===== src/rtl/tpcfg_pkg.sv =====
package tpcfg_pkg;

  localparam int unsigned OFF_W = 12;

  localparam logic [OFF_W-1:0] OFF_SUP    = 12'h000;
  localparam logic [OFF_W-1:0] OFF_CUR    = 12'h004;
  localparam logic [OFF_W-1:0] OFF_PRESC  = 12'h010;
  localparam logic [OFF_W-1:0] OFF_PROTO  = 12'h0F0;
  localparam logic [OFF_W-1:0] OFF_STAT   = 12'h300;
  localparam logic [OFF_W-1:0] OFF_FMT    = 12'h304;
  localparam logic [OFF_W-1:0] OFF_SYNC   = 12'h308;
  localparam logic [OFF_W-1:0] OFF_IT_RDY = 12'hEF0;
  localparam logic [OFF_W-1:0] OFF_IT_VLD = 12'hEF8;

  typedef enum logic [1:0] {
    PROTO_PARALLEL = 2'b00,
    PROTO_SER_MAN  = 2'b01,
    PROTO_SER_NRZ  = 2'b10,
    PROTO_RSVD     = 2'b11
  } proto_e;

  typedef enum logic [3:0] {
    SEL_NONE, SEL_SUP, SEL_CUR, SEL_PRESC, SEL_PROTO,
    SEL_STAT, SEL_FMT, SEL_SYNC, SEL_IT_RDY, SEL_IT_VLD
  } sel_e;

  localparam int unsigned SIZE_W = 4;
  localparam logic [SIZE_W-1:0] SIZE_LEGAL = 4'b1011;
  localparam logic [SIZE_W-1:0] SIZE_RST   = 4'b0001;

  localparam int unsigned FMT_W = 14;
  localparam logic [FMT_W-1:0] FMT_PARALLEL_VIEW = 14'h0102;
  localparam logic [FMT_W-1:0] FMT_STORE_MASK    = 14'h3672;
  localparam logic [FMT_W-1:0] FMT_STORE_RST     = 14'h0002;
  localparam logic [FMT_W-1:0] FMT_TRIGIN_BIT    = 14'h0100;

  localparam logic [3:0] STAT_VALUE = 4'h8;

  function automatic sel_e decode_off(input logic [OFF_W-1:0] off);
    case (off)
      OFF_SUP:    return SEL_SUP;
      OFF_CUR:    return SEL_CUR;
      OFF_PRESC:  return SEL_PRESC;
      OFF_PROTO:  return SEL_PROTO;
      OFF_STAT:   return SEL_STAT;
      OFF_FMT:    return SEL_FMT;
      OFF_SYNC:   return SEL_SYNC;
      OFF_IT_RDY: return SEL_IT_RDY;
      OFF_IT_VLD: return SEL_IT_VLD;
      default:    return SEL_NONE;
    endcase
  endfunction

endpackage


===== src/rtl/tpcfg_field_reg.sv =====
module tpcfg_field_reg #(
  parameter int unsigned W = 13,
  parameter logic [W-1:0] RST = '0
) (
  input  logic         clk,
  input  logic         rst_n,
  input  logic         we,
  input  logic [W-1:0] d,
  output logic [W-1:0] q
);
  always_ff @(posedge clk) begin
    if (!rst_n)  q <= RST;
    else if (we) q <= d;
  end
endmodule


===== src/rtl/tpcfg_port_size.sv =====
module tpcfg_port_size
  import tpcfg_pkg::*;
#(
  parameter int unsigned DATA_W = 32
) (
  input  logic              clk,
  input  logic              rst_n,
  input  logic              wr_sup,
  input  logic              wr_cur,
  input  logic [DATA_W-1:0] wr_data,
  input  logic [1:0]        max_port_sel,
  output logic [SIZE_W-1:0] sup_rd,
  output logic [SIZE_W-1:0] cur
);
  logic [SIZE_W-1:0] sup_q;
  logic [SIZE_W-1:0] width_mask;
  logic              single_bit;
  logic              supported_hit;

  always_comb begin
    case (max_port_sel)
      2'd0:    width_mask = 4'b0001;
      2'd1:    width_mask = 4'b0011;
      default: width_mask = 4'b1011;
    endcase
  end

  assign sup_rd = sup_q & width_mask & SIZE_LEGAL;

  assign single_bit    = (wr_data != '0) && ((wr_data & (wr_data - DATA_W'(1))) == '0);
  assign supported_hit = |(wr_data[SIZE_W-1:0] & sup_rd);

  always_ff @(posedge clk) begin
    if (!rst_n) begin
      sup_q <= SIZE_LEGAL;
      cur   <= SIZE_RST;
    end else begin
      if (wr_sup) sup_q <= wr_data[SIZE_W-1:0] & SIZE_LEGAL;
      if (wr_cur && single_bit && supported_hit) cur <= wr_data[SIZE_W-1:0];
    end
  end
endmodule


===== src/rtl/tpcfg_fmt_ctrl.sv =====
module tpcfg_fmt_ctrl
  import tpcfg_pkg::*;
(
  input  logic             clk,
  input  logic             rst_n,
  input  logic             wr_proto,
  input  logic             wr_fmt,
  input  logic [FMT_W-1:0] wr_field,
  output proto_e           proto,
  output logic [FMT_W-1:0] fmt_eff
);
  logic [FMT_W-1:0] fmt_q;

  always_ff @(posedge clk) begin
    if (!rst_n) begin
      proto <= PROTO_SER_MAN;
      fmt_q <= FMT_STORE_RST;
    end else begin
      if (wr_proto) proto <= proto_e'(wr_field[1:0]);
      if (wr_fmt)   fmt_q <= wr_field & FMT_STORE_MASK;
    end
  end

  assign fmt_eff = (proto == PROTO_PARALLEL) ? FMT_PARALLEL_VIEW
                                             : (fmt_q | FMT_TRIGIN_BIT);
endmodule


===== src/rtl/tpcfg_read_mux.sv =====
module tpcfg_read_mux
  import tpcfg_pkg::*;
#(
  parameter int unsigned DATA_W  = 32,
  parameter int unsigned PRESC_W = 13
) (
  input  sel_e               sel,
  input  logic [SIZE_W-1:0]  sup_rd,
  input  logic [SIZE_W-1:0]  cur,
  input  logic [PRESC_W-1:0] presc,
  input  proto_e             proto,
  input  logic [FMT_W-1:0]   fmt_eff,
  input  logic               any_valid,
  input  logic               ready,
  output logic [DATA_W-1:0]  word
);
  always_comb begin
    word = '0;
    case (sel)
      SEL_SUP:    word = DATA_W'(sup_rd);
      SEL_CUR:    word = DATA_W'(cur);
      SEL_PRESC:  word = DATA_W'(presc);
      SEL_PROTO:  word = DATA_W'(proto);
      SEL_STAT:   word = DATA_W'(STAT_VALUE);
      SEL_FMT:    word = DATA_W'(fmt_eff);
      SEL_IT_RDY: word = DATA_W'(ready);
      SEL_IT_VLD: word = DATA_W'(any_valid);
      default:    word = '0;
    endcase
  end
endmodule


===== src/rtl/tpcfg_regbank.sv =====
module tpcfg_regbank
  import tpcfg_pkg::*;
#(
  parameter int unsigned ADDR_W  = 12,
  parameter int unsigned DATA_W  = 32,
  parameter int unsigned PRESC_W = 13
) (
  input  logic               clk,
  input  logic               rst_n,
  input  logic [ADDR_W-1:0]  addr,
  input  logic               wr_en,
  input  logic [DATA_W-1:0]  wr_data,
  input  logic               rd_en,
  output logic [DATA_W-1:0]  rd_data,
  input  logic [1:0]         max_port_sel,
  input  logic               src_valid_a,
  input  logic               src_valid_b,
  input  logic               fmt_ready,
  output logic [3:0]         cur_port_size,
  output logic [PRESC_W-1:0] presc,
  output logic [1:0]         protocol,
  output logic [13:0]        fmt_ctrl
);
  logic              hi_zero;
  sel_e              sel;
  logic [SIZE_W-1:0] sup_rd;
  proto_e            proto;
  logic [DATA_W-1:0] rd_word;

  generate
    if (ADDR_W > OFF_W) begin : g_wide_addr
      assign hi_zero = ~|addr[ADDR_W-1:OFF_W];
    end else begin : g_narrow_addr
      assign hi_zero = 1'b1;
    end
  endgenerate

  assign sel = hi_zero ? decode_off(addr[OFF_W-1:0]) : SEL_NONE;

  tpcfg_port_size #(.DATA_W(DATA_W)) u_size (
    .clk          (clk),
    .rst_n        (rst_n),
    .wr_sup       (wr_en && sel == SEL_SUP),
    .wr_cur       (wr_en && sel == SEL_CUR),
    .wr_data      (wr_data),
    .max_port_sel (max_port_sel),
    .sup_rd       (sup_rd),
    .cur          (cur_port_size)
  );

  tpcfg_field_reg #(.W(PRESC_W), .RST('0)) u_presc (
    .clk   (clk),
    .rst_n (rst_n),
    .we    (wr_en && sel == SEL_PRESC),
    .d     (wr_data[PRESC_W-1:0]),
    .q     (presc)
  );

  tpcfg_fmt_ctrl u_fmt (
    .clk      (clk),
    .rst_n    (rst_n),
    .wr_proto (wr_en && sel == SEL_PROTO),
    .wr_fmt   (wr_en && sel == SEL_FMT),
    .wr_field (wr_data[FMT_W-1:0]),
    .proto    (proto),
    .fmt_eff  (fmt_ctrl)
  );

  assign protocol = proto;

  tpcfg_read_mux #(.DATA_W(DATA_W), .PRESC_W(PRESC_W)) u_rmux (
    .sel       (sel),
    .sup_rd    (sup_rd),
    .cur       (cur_port_size),
    .presc     (presc),
    .proto     (proto),
    .fmt_eff   (fmt_ctrl),
    .any_valid (src_valid_a | src_valid_b),
    .ready     (fmt_ready),
    .word      (rd_word)
  );

  always_ff @(posedge clk) begin
    if (!rst_n)     rd_data <= '0;
    else if (rd_en) rd_data <= rd_word;
  end
endmodule


===== config.mk =====
export PLATFORM = sky130hd
export DESIGN_NAME = tpcfg_regbank
export DESIGN_NICKNAME = d
export VERILOG_FILES = /design/src/rtl/tpcfg_pkg.sv /design/src/rtl/tpcfg_field_reg.sv /design/src/rtl/tpcfg_port_size.sv /design/src/rtl/tpcfg_fmt_ctrl.sv /design/src/rtl/tpcfg_read_mux.sv /design/src/rtl/tpcfg_regbank.sv
export SDC_FILE = /design/constraint.sdc
export NUM_CORES = 1
export LEC_CHECK = 0
export BUFFER_PORTS_ARGS = -buffer_cell sky130_fd_sc_hd__buf_2
export CORE_UTILIZATION = 45
export CTS_CLUSTER_DIAMETER = 200
export DETAILED_ROUTE_END_ITERATION = 12
export GPL_TIMING_DRIVEN = 1
export HOLD_SLACK_MARGIN = 0.12
export PLACE_DENSITY = 0.74
export SLEW_MARGIN = 20
export SYNTH_ARGS = -nofsm -noshare
export SYNTH_HDL_FRONTEND = slang
export SYNTH_HIERARCHICAL = 1
export SYNTH_SLANG_ARGS = --single-unit
export TNS_END_PERCENT = 100

===== constraint.sdc =====
create_clock -name clk -period 2.15 [get_ports clk]
set_clock_uncertainty 0.2 [all_clocks]
set_input_delay 0.1075 -clock clk [delete_from_list [all_inputs] [get_ports clk]]
set_output_delay 0.1075 -clock clk [all_outputs]
set_load 0.01 [all_outputs]

==> results by group, run 1 <==
Routing
  • Detailed-route vias per instance: between 5 and 6
  • Total number of vias: 3492
  • Drt first pass iters: 4
  • Routed WL: 9.899 mm
  • DR iter-0 viols: 149
  • Post-route DRC: 0
  • Detail Route Antenna Nets: 0
  • Wire per inst: 14.51 um

Clock network
  • Clock-pin slew on the worst setup and hold paths: 0.07 ns
  • CTS tree: done
  • H-tree Lvls: 3
  • Num CTS Buffers: 9
  • CTS Root Cell: clkbuf_8
  • Bufs on Longest Clock Path: 2
  • Clk_lat worst skew: around 0.33 ns
  • Clock Sink Count: 62

Critical path
  • Worst path required time: 2.20 ns
  • Element type at the critical path end: flip-flop
  • CP Max Fanout: 4
  • Critical path arrival: roughly 2.2 ns
  • Critical path type: input pin to flip-flop
  • Setup crit start kind: input pin

Die
  • Initial Util: 46.37%
  • Die area: 8839 um2
  • I/O pins: 118
  • Row count: 33
  • Die width: 94.02 um
  • Core Region: 8217 um2
  • Die Y: 94.02 um

Synthesis
  • Sequential-to-total area share from yosys stat: 32.58%
  • Main synth FF type: dfxtp_1
  • Post-synth ARST share: 0%
  • Syn Std Cell Area: 3810 um2
  • Post-Syn Instances: 391
  • Synth Warn #: 6
  • Post-synth EDFFs: 0
  • Avg Cell Area, Syn: 9.744 um2
  • Synth cell types: 74
  • Synth Register Bits: 62

Global route
  • Initial antenna violation count: 0
  • GRT Total Usage: a little under a quarter
  • GR peak layer: met2
  • Grt ovf: 0
  • Vias in the first global route: 3220
  • Pin count of the biggest net entering global routing: 37
  • First-pass GRT wire length: 15.50 mm
  • GR Layer Usage met3: 4.207%
  • GR Util met1: 29.09%
  • M2 GR Usage: 36.01%

STA
  • Max-slew violation count: 0
  • Final setup vio count: 0
  • Achievable frequency: 471.8 MHz
  • Min Tclk post-route: 2.119 ns
  • RSZ-0062 raised after global routing: yes
  • Final period util: 98.58%
  • Final Hold Violating Endpoints: 0

Final layout
  • Commonest cells after routing, fill and taps aside: buf_2, mux2i_1, dfxtp_1
  • Area growth syn-to-layout: 35.73%
  • Layout Cells excl Fill: between 600 and 700
  • Nets@finish: about 630
  • Commonest non-fill, non-tap cell in the layout: buf_2
  • Fin area: ~5200 um2
  • Final Util: around 63%
  • Layout cells sized above 1: 40.38%
  • Antenna diodes: 0

Placement
  • Port Buffers: roughly 110
  • Area after DPL: 4767 um2
  • Placed cells: around 650
  • Hpwl dp: approximately 7.4 mm
  • RePlAce Congestion: 0.9510

Power
  • VDD IR max: 0.0002943 V
  • Static Leak: 2.289 nW
  • PD cells: 472.0 nW/um2

Min path
  • Worst Hold Class: input pin to flip-flop

Status
  • Outcome: completed

Run
  • Max-Cap Viols: 0
==> cell usage after synthesis, drive strengths merged, types with 4 or more instances <==
master | count | area [um2]
nor4 | 9 | 98.84
and2b | 6 | 47.55
or3 | 9 | 62.56
conb | 4 | 15.01
a22o | 10 | 87.58
or2 | 4 | 27.53
nor3 | 10 | 55.05
dfxtp | 62 | 1241
or4 | 4 | 38.79
o41ai | 6 | 75.08
a21oi | 5 | 25.02
a22oi | 5 | 42.54
nor2 | 12 | 52.55
nand2 | 17 | 63.81
a211oi | 4 | 30.03
buf | 39 | 324.1
o21ai | 4 | 23.77
mux2i | 62 | 620.6
nor2b | 60 | 382.9
clkbuf | 6 | 23.77
==> state kept, by name, summed over array words and instances, names as in the netlist <==
register      cells
u_size/sup_q      3
u_size/cur        4
rd_data          32
u_fmt/fmt_q       8
u_fmt/proto       2
u_presc/q        13
==> cell families (layout without fill, tap and decap cells) <==
| kind of cell | Yosys count | count (layout) | synth area share [%] |
|---|---|---|---|
| multiplexers | 64 | 64 | 16.88 |
| adder cells (fa/ha/maj) | 1 | 1 | 0.2627 |
| buffers and inverters | 48 | 213 | 9.425 |
| AO/OA/AOI/OAI | 55 | 55 | 12.71 |
| XOR/XNOR | 3 | 3 | 0.6898 |
| other | 4 | 25 | 0.3940 |
| flip-flops | 62 | 62 | 32.58 |
| AND/OR/NAND/NOR | 154 | 154 | 27.06 |
==> through the flow <==
stage	total power [mW]	setup slack (ns)	hold WS (ns)	TNS, ns
6_report	2.441	0.03062	0.1440	0
5_1_grt	2.559	-0.05234	0.1537	-0.07675
4_1_cts	2.456	0.02306	0.1282	0
3_5_place_dp	1.554	-0.3303	0.2547	-4.209
3_3_place_gp	1.544	-0.2164	0.2448	-2.843
2_1_floorplan	1.389	-0.01318	0.03443	-0.08830
==> worst paths after layout <==
| path | start | endpoint | slack (ns) | cells after the start |
|---|---|---|---|---|
| worst min-delay path | rd_en | rd_data[19] | 0.14 | 3 |
| worst max register to register | u_fmt/proto[1] | rd_data[1] | 0.11 | 7 |
| worst min register to register | u_size/sup_q[3] | u_size/sup_q[3] | 0.27 | 2 |
| worst max-delay path | addr[8] | u_size/cur[3] | 0.03 | 10 |
==> per-layer routing <==
metal  wire (um)  vias to the layer above  part of all wire [%]
li1            -                     1731                     -
met1        4504                     1627                    45
met2        4620                      109                    47
met3         475                       25                   4.8
met4         299                        0                   3.0
met5           0                        -                     0
==> worst max-delay path, stage by stage <==
cell      delay [ns]
buf_2           0.11
or3_4           0.41
nor3_1          0.15
o311a_2         0.21
and3_4          0.20
nand2_2         0.05
a221oi_2        0.18
nand4_1         0.19
nor4_4          0.32
mux2i_1         0.25
==> power by group <==
| part | internal (mW) | switching, mW | leakage [nW] | total [mW] |
|---|---|---|---|---|
| logic | 0.202 | 0.187 | 1.70 | 0.389 |
| registers | 1.17 | 0.00906 | 0.503 | 1.18 |
| clock network | 0.444 | 0.430 | 0.0861 | 0.875 |
==> cell type report <==
cell class | count | area (um2)
multi-input cells | 302 | 2331
fillers | 695 | 3045
clock inverters | 4 | 22.52
clock buffers | 12 | 145.1
well taps | 105 | 131.4
inverters | 3 | 11.26
repair buffers | 194 | 1289
flip-flops and latches | 62 | 1241
==> timing repair <==
action | CTS | global route
endpoints found under the hold margin | 44 | 5
hold buffers | 19 | 2
setup buffers | 0 | 1
resized for setup | 0 | 7
endpoints found under the setup margin | 0 | 3
Power figures use the tool's default switching activity.
==> inputs of run 2 (changes only) <==
==> constraint.sdc (replaced) <==
create_clock -name clk -period 2.15 [get_ports clk]
set_clock_uncertainty 0.2 [all_clocks]
set_input_delay 0.3225 -clock clk [delete_from_list [all_inputs] [get_ports clk]]
set_output_delay 0.3225 -clock clk [all_outputs]
set_load 0.01 [all_outputs]
==> results by group, run 2 (synthesized netlist as in run 1, its figures left out) <==
Critical path
  • Element type at the critical path end: flip-flop (unchanged)
  • Critical path type: input pin to flip-flop (unchanged)
  • Critical path's slowest cell: or4_4 (was or3_4)
  • Crit path max-delay family: simple AND/OR/NAND/NOR gates (unchanged)
  • CP peak stage delay: 0.47 ns (was 0.41 ns)
  • CP cell instances: buf_2, or3_4, or4_4, or4_4, a21oi_4, nor4_4, buf_4, buf_4, nor2_2 (was buf_2, or3_4, nor3_1, o311a_2, and3_4, nand2_2, a221oi_2, nand4_1, nor4_4, mux2i_1)
  • Worst path required time: 2.23 ns (was 2.20 ns)
  • CP Max Fanout: 4 (unchanged)
  • Worst Path Buf+Inv: 3 (was 1)
  • Setup crit start kind: input pin (unchanged)
  • Critical path arrival: 2.37 ns (was 2.17 ns)

Power
  • Seq pwr share: 42.6% (was 48.2%)
  • Switching Power: 0.6811 mW (was 0.6266 mW)
  • VDD IR max: 0.0003398 V (was 0.0002943 V)
  • Clock Power Share: 43.0% (was 35.8%)
  • Static Leak: 2.461 nW (was 2.289 nW)
  • Logic gate share of total power: 14.4% (was 15.9%)
  • PD cells: 505.4 nW/um2 (was 472.0 nW/um2)
  • Net Sw Frac: 24.63% (was 25.67%)
  • Pwr Total: 2.765 mW (was 2.441 mW)
  • Internal Power: 2.084 mW (was 1.814 mW)

Die
  • I/O pins: 118 (unchanged)
  • Row count: 33 (unchanged)
  • Core Region: 8217 um2 (unchanged)
  • Die Y: 94.02 um (unchanged)
  • Die area: 8839 um2 (unchanged)
  • Initial Util: 46.37% (unchanged)
  • Die width: 94.02 um (unchanged)

Final layout
  • Storage element area: 1241 um2 (unchanged)
  • Nets@finish: 626 (was 625)
  • Filler cell count: 660 (was 695)
  • Top flop regs: rd_data: 32 flops, u_presc/q: 13 flops, u_fmt/fmt_q: 8 flops (unchanged)
  • Layout cells sized above 1: 47.40% (was 40.38%)
  • Antenna diodes: 0 (unchanged)
  • Layout Cells excl Fill: 683 (was 682)
  • Largest register by flop count: rd_data (unchanged)
  • Max reg flops: 32 (unchanged)
  • Fin area: 5472 um2 (was 5171 um2)
  • Commonest cells after routing, fill and taps aside: buf_2, buf_4, mux2i_1, dfxtp_1, nor2b_1 (was buf_2, mux2i_1, dfxtp_1)
  • Commonest non-fill, non-tap cell in the layout: buf_2 (unchanged)
  • Area growth syn-to-layout: 43.61% (was 35.73%)
  • Multi-input combinational cell area: 2569 um2 (was 2331 um2)

STA
  • WHS: 0.1180 ns (was 0.1440 ns)
  • RSZ-0062 raised after global routing: yes (unchanged)
  • Final Hold Violating Endpoints: 0 (unchanged)
  • Worst setup margin: -0.1428 ns (was 0.03062 ns)
  • Final period util: 106.6% (was 98.58%)
  • Final setup vio count: 8 (was 0)
  • Max-slew violation count: 0 (unchanged)
  • Achievable frequency: 436.1 MHz (was 471.8 MHz)
  • Min Tclk post-route: 2.293 ns (was 2.119 ns)

Routing
  • Routed WL: 10.54 mm (was 9.899 mm)
  • Wire per inst: 15.44 um (was 14.51 um)
  • Total number of vias: 3582 (was 3492)
  • Detail Route Antenna Nets: 0 (unchanged)
  • Drt first pass iters: 4 (unchanged)
  • DR iter-0 viols: 141 (was 149)
  • Detailed-route vias per instance: 5.245 (was 5.120)
  • Post-route DRC: 0 (unchanged)

Global route
  • Vias in the first global route: 3415 (was 3220)
  • Pin count of the biggest net entering global routing: 33 (was 37)
  • GRT Total Usage: 23.92% (was 22.56%)
  • Grt ovf: 0 (unchanged)
  • Initial antenna violation count: 0 (unchanged)
  • First-pass GRT wire length: 16.48 mm (was 15.50 mm)

Run
  • Max-Cap Viols: 0 (unchanged)

Clock network
  • H-tree Lvls: 3 (unchanged)
  • Num CTS Buffers: 9 (unchanged)
  • Bufs on Longest Clock Path: 2 (unchanged)
  • CTS Root Cell: clkbuf_8 (unchanged)
  • Clock-pin slew on the worst setup and hold paths: 0.07 ns (about the same)
  • Clk_lat worst skew: 0.34 ns (was 0.33 ns)
  • Clock Sink Count: 62 (unchanged)
  • CTS hold repair buffers: 0 (was 19)
  • CTS tree: done (unchanged)

Min path
  • Worst Hold Class: input pin to flip-flop (unchanged)

Placement
  • RePlAce Congestion: 0.9136 (was 0.9510)
  • Hpwl dp: 7.608 mm (was 7.428 mm)
  • Worst slack, placed: -0.5499 ns (was -0.3303 ns)
  • Area after DPL: 4828 um2 (was 4767 um2)
  • Placed cells: 654 (was 646)
  • Port Buffers: 111 (unchanged)

Status
  • Failing checks: setup timing
  • Outcome: finished with violations (was completed)
[run 2: cell types whose count changed in the layout (fill, tap and decap cells not counted), moves of 3 or more]
cell and change:
o41ai_1 -3, nor3_1 -3, buf_4 +16, dlygate4sd3_1 -19, o41ai_4 +3, and4bb_4 +3, buf_6 +6, buf_2 -4
[run 2: path summary, 6_finish.rpt]
kind,from,to,slack [ns],depth (start not counted)
hold / removal,wr_data[8],u_presc/q[8],0.12,3
hold reg to reg,u_size/sup_q[3],u_size/sup_q[3],0.27,2
setup reg to reg,u_fmt/proto[1],rd_data[1],0.09,7
setup / recovery,wr_data[22],u_size/cur[2],-0.14,9
[run 2: layout make-up]
cell class	instances	share of cell area [%]
Clock buffer	11	2.767
Sequential cell	62	22.68
Multi-Input combinational cell	303	46.95
Tap cell	105	2.401
Timing Repair Buffer	194	23.51
Clock inverter	5	1.486
Inverter	3	0.2058
[run 2: power by group through the flow]
stage               clock (mW)  combinational, mW  sequential, mW
CTS                       1.20              0.373            1.18
finish                    1.19              0.399            1.18
global placement             0              0.351            1.20
detailed placement           0              0.360            1.20
global route              1.26              0.431            1.18
floorplan                    0              0.176            1.21
[run 2: worst min-delay path: stages]
cell and delay [ns]:
buf_6 0.10, mux2i_1 0.07, nor2b_1 0.12
[run 2: stage by stage]
stage	util (%)	TNS, ns
finish	66.59	-0.6443
global route	66.59	-1.680
CTS	63.93	-0.4654
detailed placement	58.76	-14.10
global placement	58.76	-10.53
floorplan	-	-3.338
[run 2: metal layers]
metal | part of all wire [%] | routed length (um) | vias up | GRT usage, %
met5 | 0 | 0 | - | 0
met4 | 2.0 | 215 | 0 | 9.359
met3 | 4.9 | 519 | 18 | 4.693
met2 | 50 | 5269 | 100 | 40.88
met1 | 43 | 4540 | 1731 | 29.35
li1 | - | - | 1733 | -
[run 2: repair_timing]
item,CTS,global route
cloned,1,0
pin swaps,10,14
endpoints found under the setup margin,18,36
resized for setup,19,33
buffers inserted,7,7
==> inputs of run 3 (changes only) <==
- RECOVER_POWER: unset -> 100
- SKIP_CTS_REPAIR_TIMING: unset -> 1
==> results by group, run 3 (synthesized netlist as in run 1, its figures left out) <==
Status
  • Outcome: finished with violations (unchanged)
  • Failing checks: setup timing (unchanged)

Final layout
  • Max reg flops: 32 (unchanged)
  • Nets@finish: 626 (unchanged)
  • Largest register by flop count: rd_data (unchanged)
  • Antenna diodes: 0 (unchanged)
  • Fin area: 5214 um2 (was 5472 um2)
  • Top flop regs: rd_data: 32 flops, u_presc/q: 13 flops, u_fmt/fmt_q: 8 flops (unchanged)
  • Commonest cells after routing, fill and taps aside: buf_4, mux2i_1, dfxtp_1 (was buf_2, buf_4, mux2i_1, dfxtp_1, nor2b_1)
  • Final Util: 63.45% (was 66.59%)
  • Commonest non-fill, non-tap cell in the layout: buf_4 (was buf_2)
  • Area growth syn-to-layout: 36.85% (was 43.61%)
  • Layout cells sized above 1: 35.81% (was 47.40%)

Die
  • I/O pins: 118 (unchanged)
  • Die area: 8839 um2 (unchanged)
  • Row count: 33 (unchanged)
  • Die Y: 94.02 um (unchanged)
  • Die width: 94.02 um (unchanged)
  • Core Region: 8217 um2 (unchanged)
  • Initial Util: 46.37% (unchanged)

STA
  • WHS: 0.1478 ns (was 0.1180 ns)
  • Achievable frequency: 408.9 MHz (was 436.1 MHz)
  • Min Tclk post-route: 2.446 ns (was 2.293 ns)
  • RSZ-0062 raised after global routing: yes (unchanged)
  • Max-slew headroom at the worst pin: approximately 29%
  • Final period util: 113.7% (was 106.6%)
  • Worst setup margin: -0.2955 ns (was -0.1428 ns)
  • Worst Tran Pin Value: 1.072 ns
  • Max-slew violation count: 0 (unchanged)
  • Final setup vio count: 28 (was 8)
  • Final Hold Violating Endpoints: 0 (unchanged)

Routing
  • Post-route DRC: 0 (unchanged)
  • Drt first pass iters: 5 (was 4)
  • Detail Route Antenna Nets: 0 (unchanged)
  • Routed WL: 10.74 mm (was 10.54 mm)
  • Detailed-route vias per instance: 5.302 (was 5.245)
  • Total number of vias: 3621 (was 3582)
  • DR iter-0 viols: 139 (was 141)
  • Wire per inst: 15.73 um (was 15.44 um)

Placement
  • RePlAce Congestion: 0.9136 (unchanged)
  • Port Buffers: 111 (unchanged)
  • Area after DPL: 4828 um2 (unchanged)
  • Hpwl dp: 7.608 mm (unchanged)

Clock network
  • Clock-pin slew on the worst setup and hold paths: 0.07 ns (about the same)
  • CTS tree: done (unchanged)
  • Bufs on Longest Clock Path: 2 (unchanged)
  • Clock Sink Count: 62 (unchanged)
  • H-tree Lvls: 3 (unchanged)
  • CTS Root Cell: clkbuf_8 (unchanged)
  • Num CTS Buffers: 9 (unchanged)
  • Clk_lat worst skew: 0.33 ns (was 0.34 ns)

Global route
  • First-pass GRT wire length: 15.90 mm (was 16.48 mm)
  • Grt ovf: 0 (unchanged)
  • GRT Total Usage: 22.99% (was 23.92%)
  • Pin count of the biggest net entering global routing: 33 (unchanged)
  • Initial antenna violation count: 0 (unchanged)
  • Vias in the first global route: 3314 (was 3415)

Critical path
  • Setup crit start kind: input pin (unchanged)
  • Critical path arrival: 2.50 ns (was 2.37 ns)
  • Element type at the critical path end: flip-flop (unchanged)
  • Critical path type: input pin to flip-flop (unchanged)
  • Worst path required time: 2.21 ns (was 2.23 ns)
  • CP Max Fanout: 4 (unchanged)

Run
  • Max-Cap Viols: 0 (unchanged)

Power
  • PD cells: 523.3 nW/um2 (was 505.4 nW/um2)
  • VDD IR max: 0.0003383 V (was 0.0003398 V)
  • Static Leak: 2.132 nW (was 2.461 nW)

Min path
  • Worst Hold Class: input pin to flip-flop (unchanged)
[run 3: worst paths after layout]
path	from	endpoint	slack [ns]	cells past startpoint
setup / recovery	addr[11]	u_size/cur[0]	-0.30	11
hold / removal	wr_data[10]	u_presc/q[10]	0.15	3
setup reg to reg	u_fmt/proto[1]	rd_data[1]	0.06	7
hold reg to reg	u_size/sup_q[3]	u_size/sup_q[3]	0.27	2
[run 3: final cells by class]
cell class,count,area [um2]
repair buffers,193,1171
multi-input cells,304,2424
clock buffers,11,151.4
flip-flops and latches,62,1241
well taps,105,131.4
inverters,3,13.76
fillers,695,3003
clock inverters,5,81.33
[run 3: through the flow]
stage,setup slack (ns),power [mW],instances,TNS [ns]
after floorplan,-0.2282,1.390,412,-3.338
after global placement,-0.4334,1.553,654,-10.53
after detailed placement,-0.5499,1.564,654,-14.10
after CTS,-0.2329,2.738,670,-1.332
after global routing,-0.3825,2.841,683,-4.198
final,-0.2955,2.729,683,-2.034
[run 3: layer usage]
layer / vias up / part of all wire (%) / routed length, um / track usage (%)
met5: - / 0 / 0 / 0
met1: 1734 / 43 / 4637 / 28.71
met3: 24 / 5.6 / 603 / 4.288
met2: 117 / 48 / 5207 / 39.29
met4: 0 / 2.7 / 293 / 8.077
li1: 1746 / - / - / -
[run 3: critical path: stages]
cell	delay, ns
buf_6	0.09
or2_4	0.25
o41ai_2	0.31
o311a_2	0.25
and3_4	0.19
nand2_2	0.05
a221oi_2	0.19
nand4_1	0.19
nor4_4	0.28
buf_4	0.18
mux2i_1	0.19
[run 3: report_power, final]
group	switching, mW	internal, mW
combinational	0.185	0.185
clock	0.465	0.716
sequential	0.00980	1.17
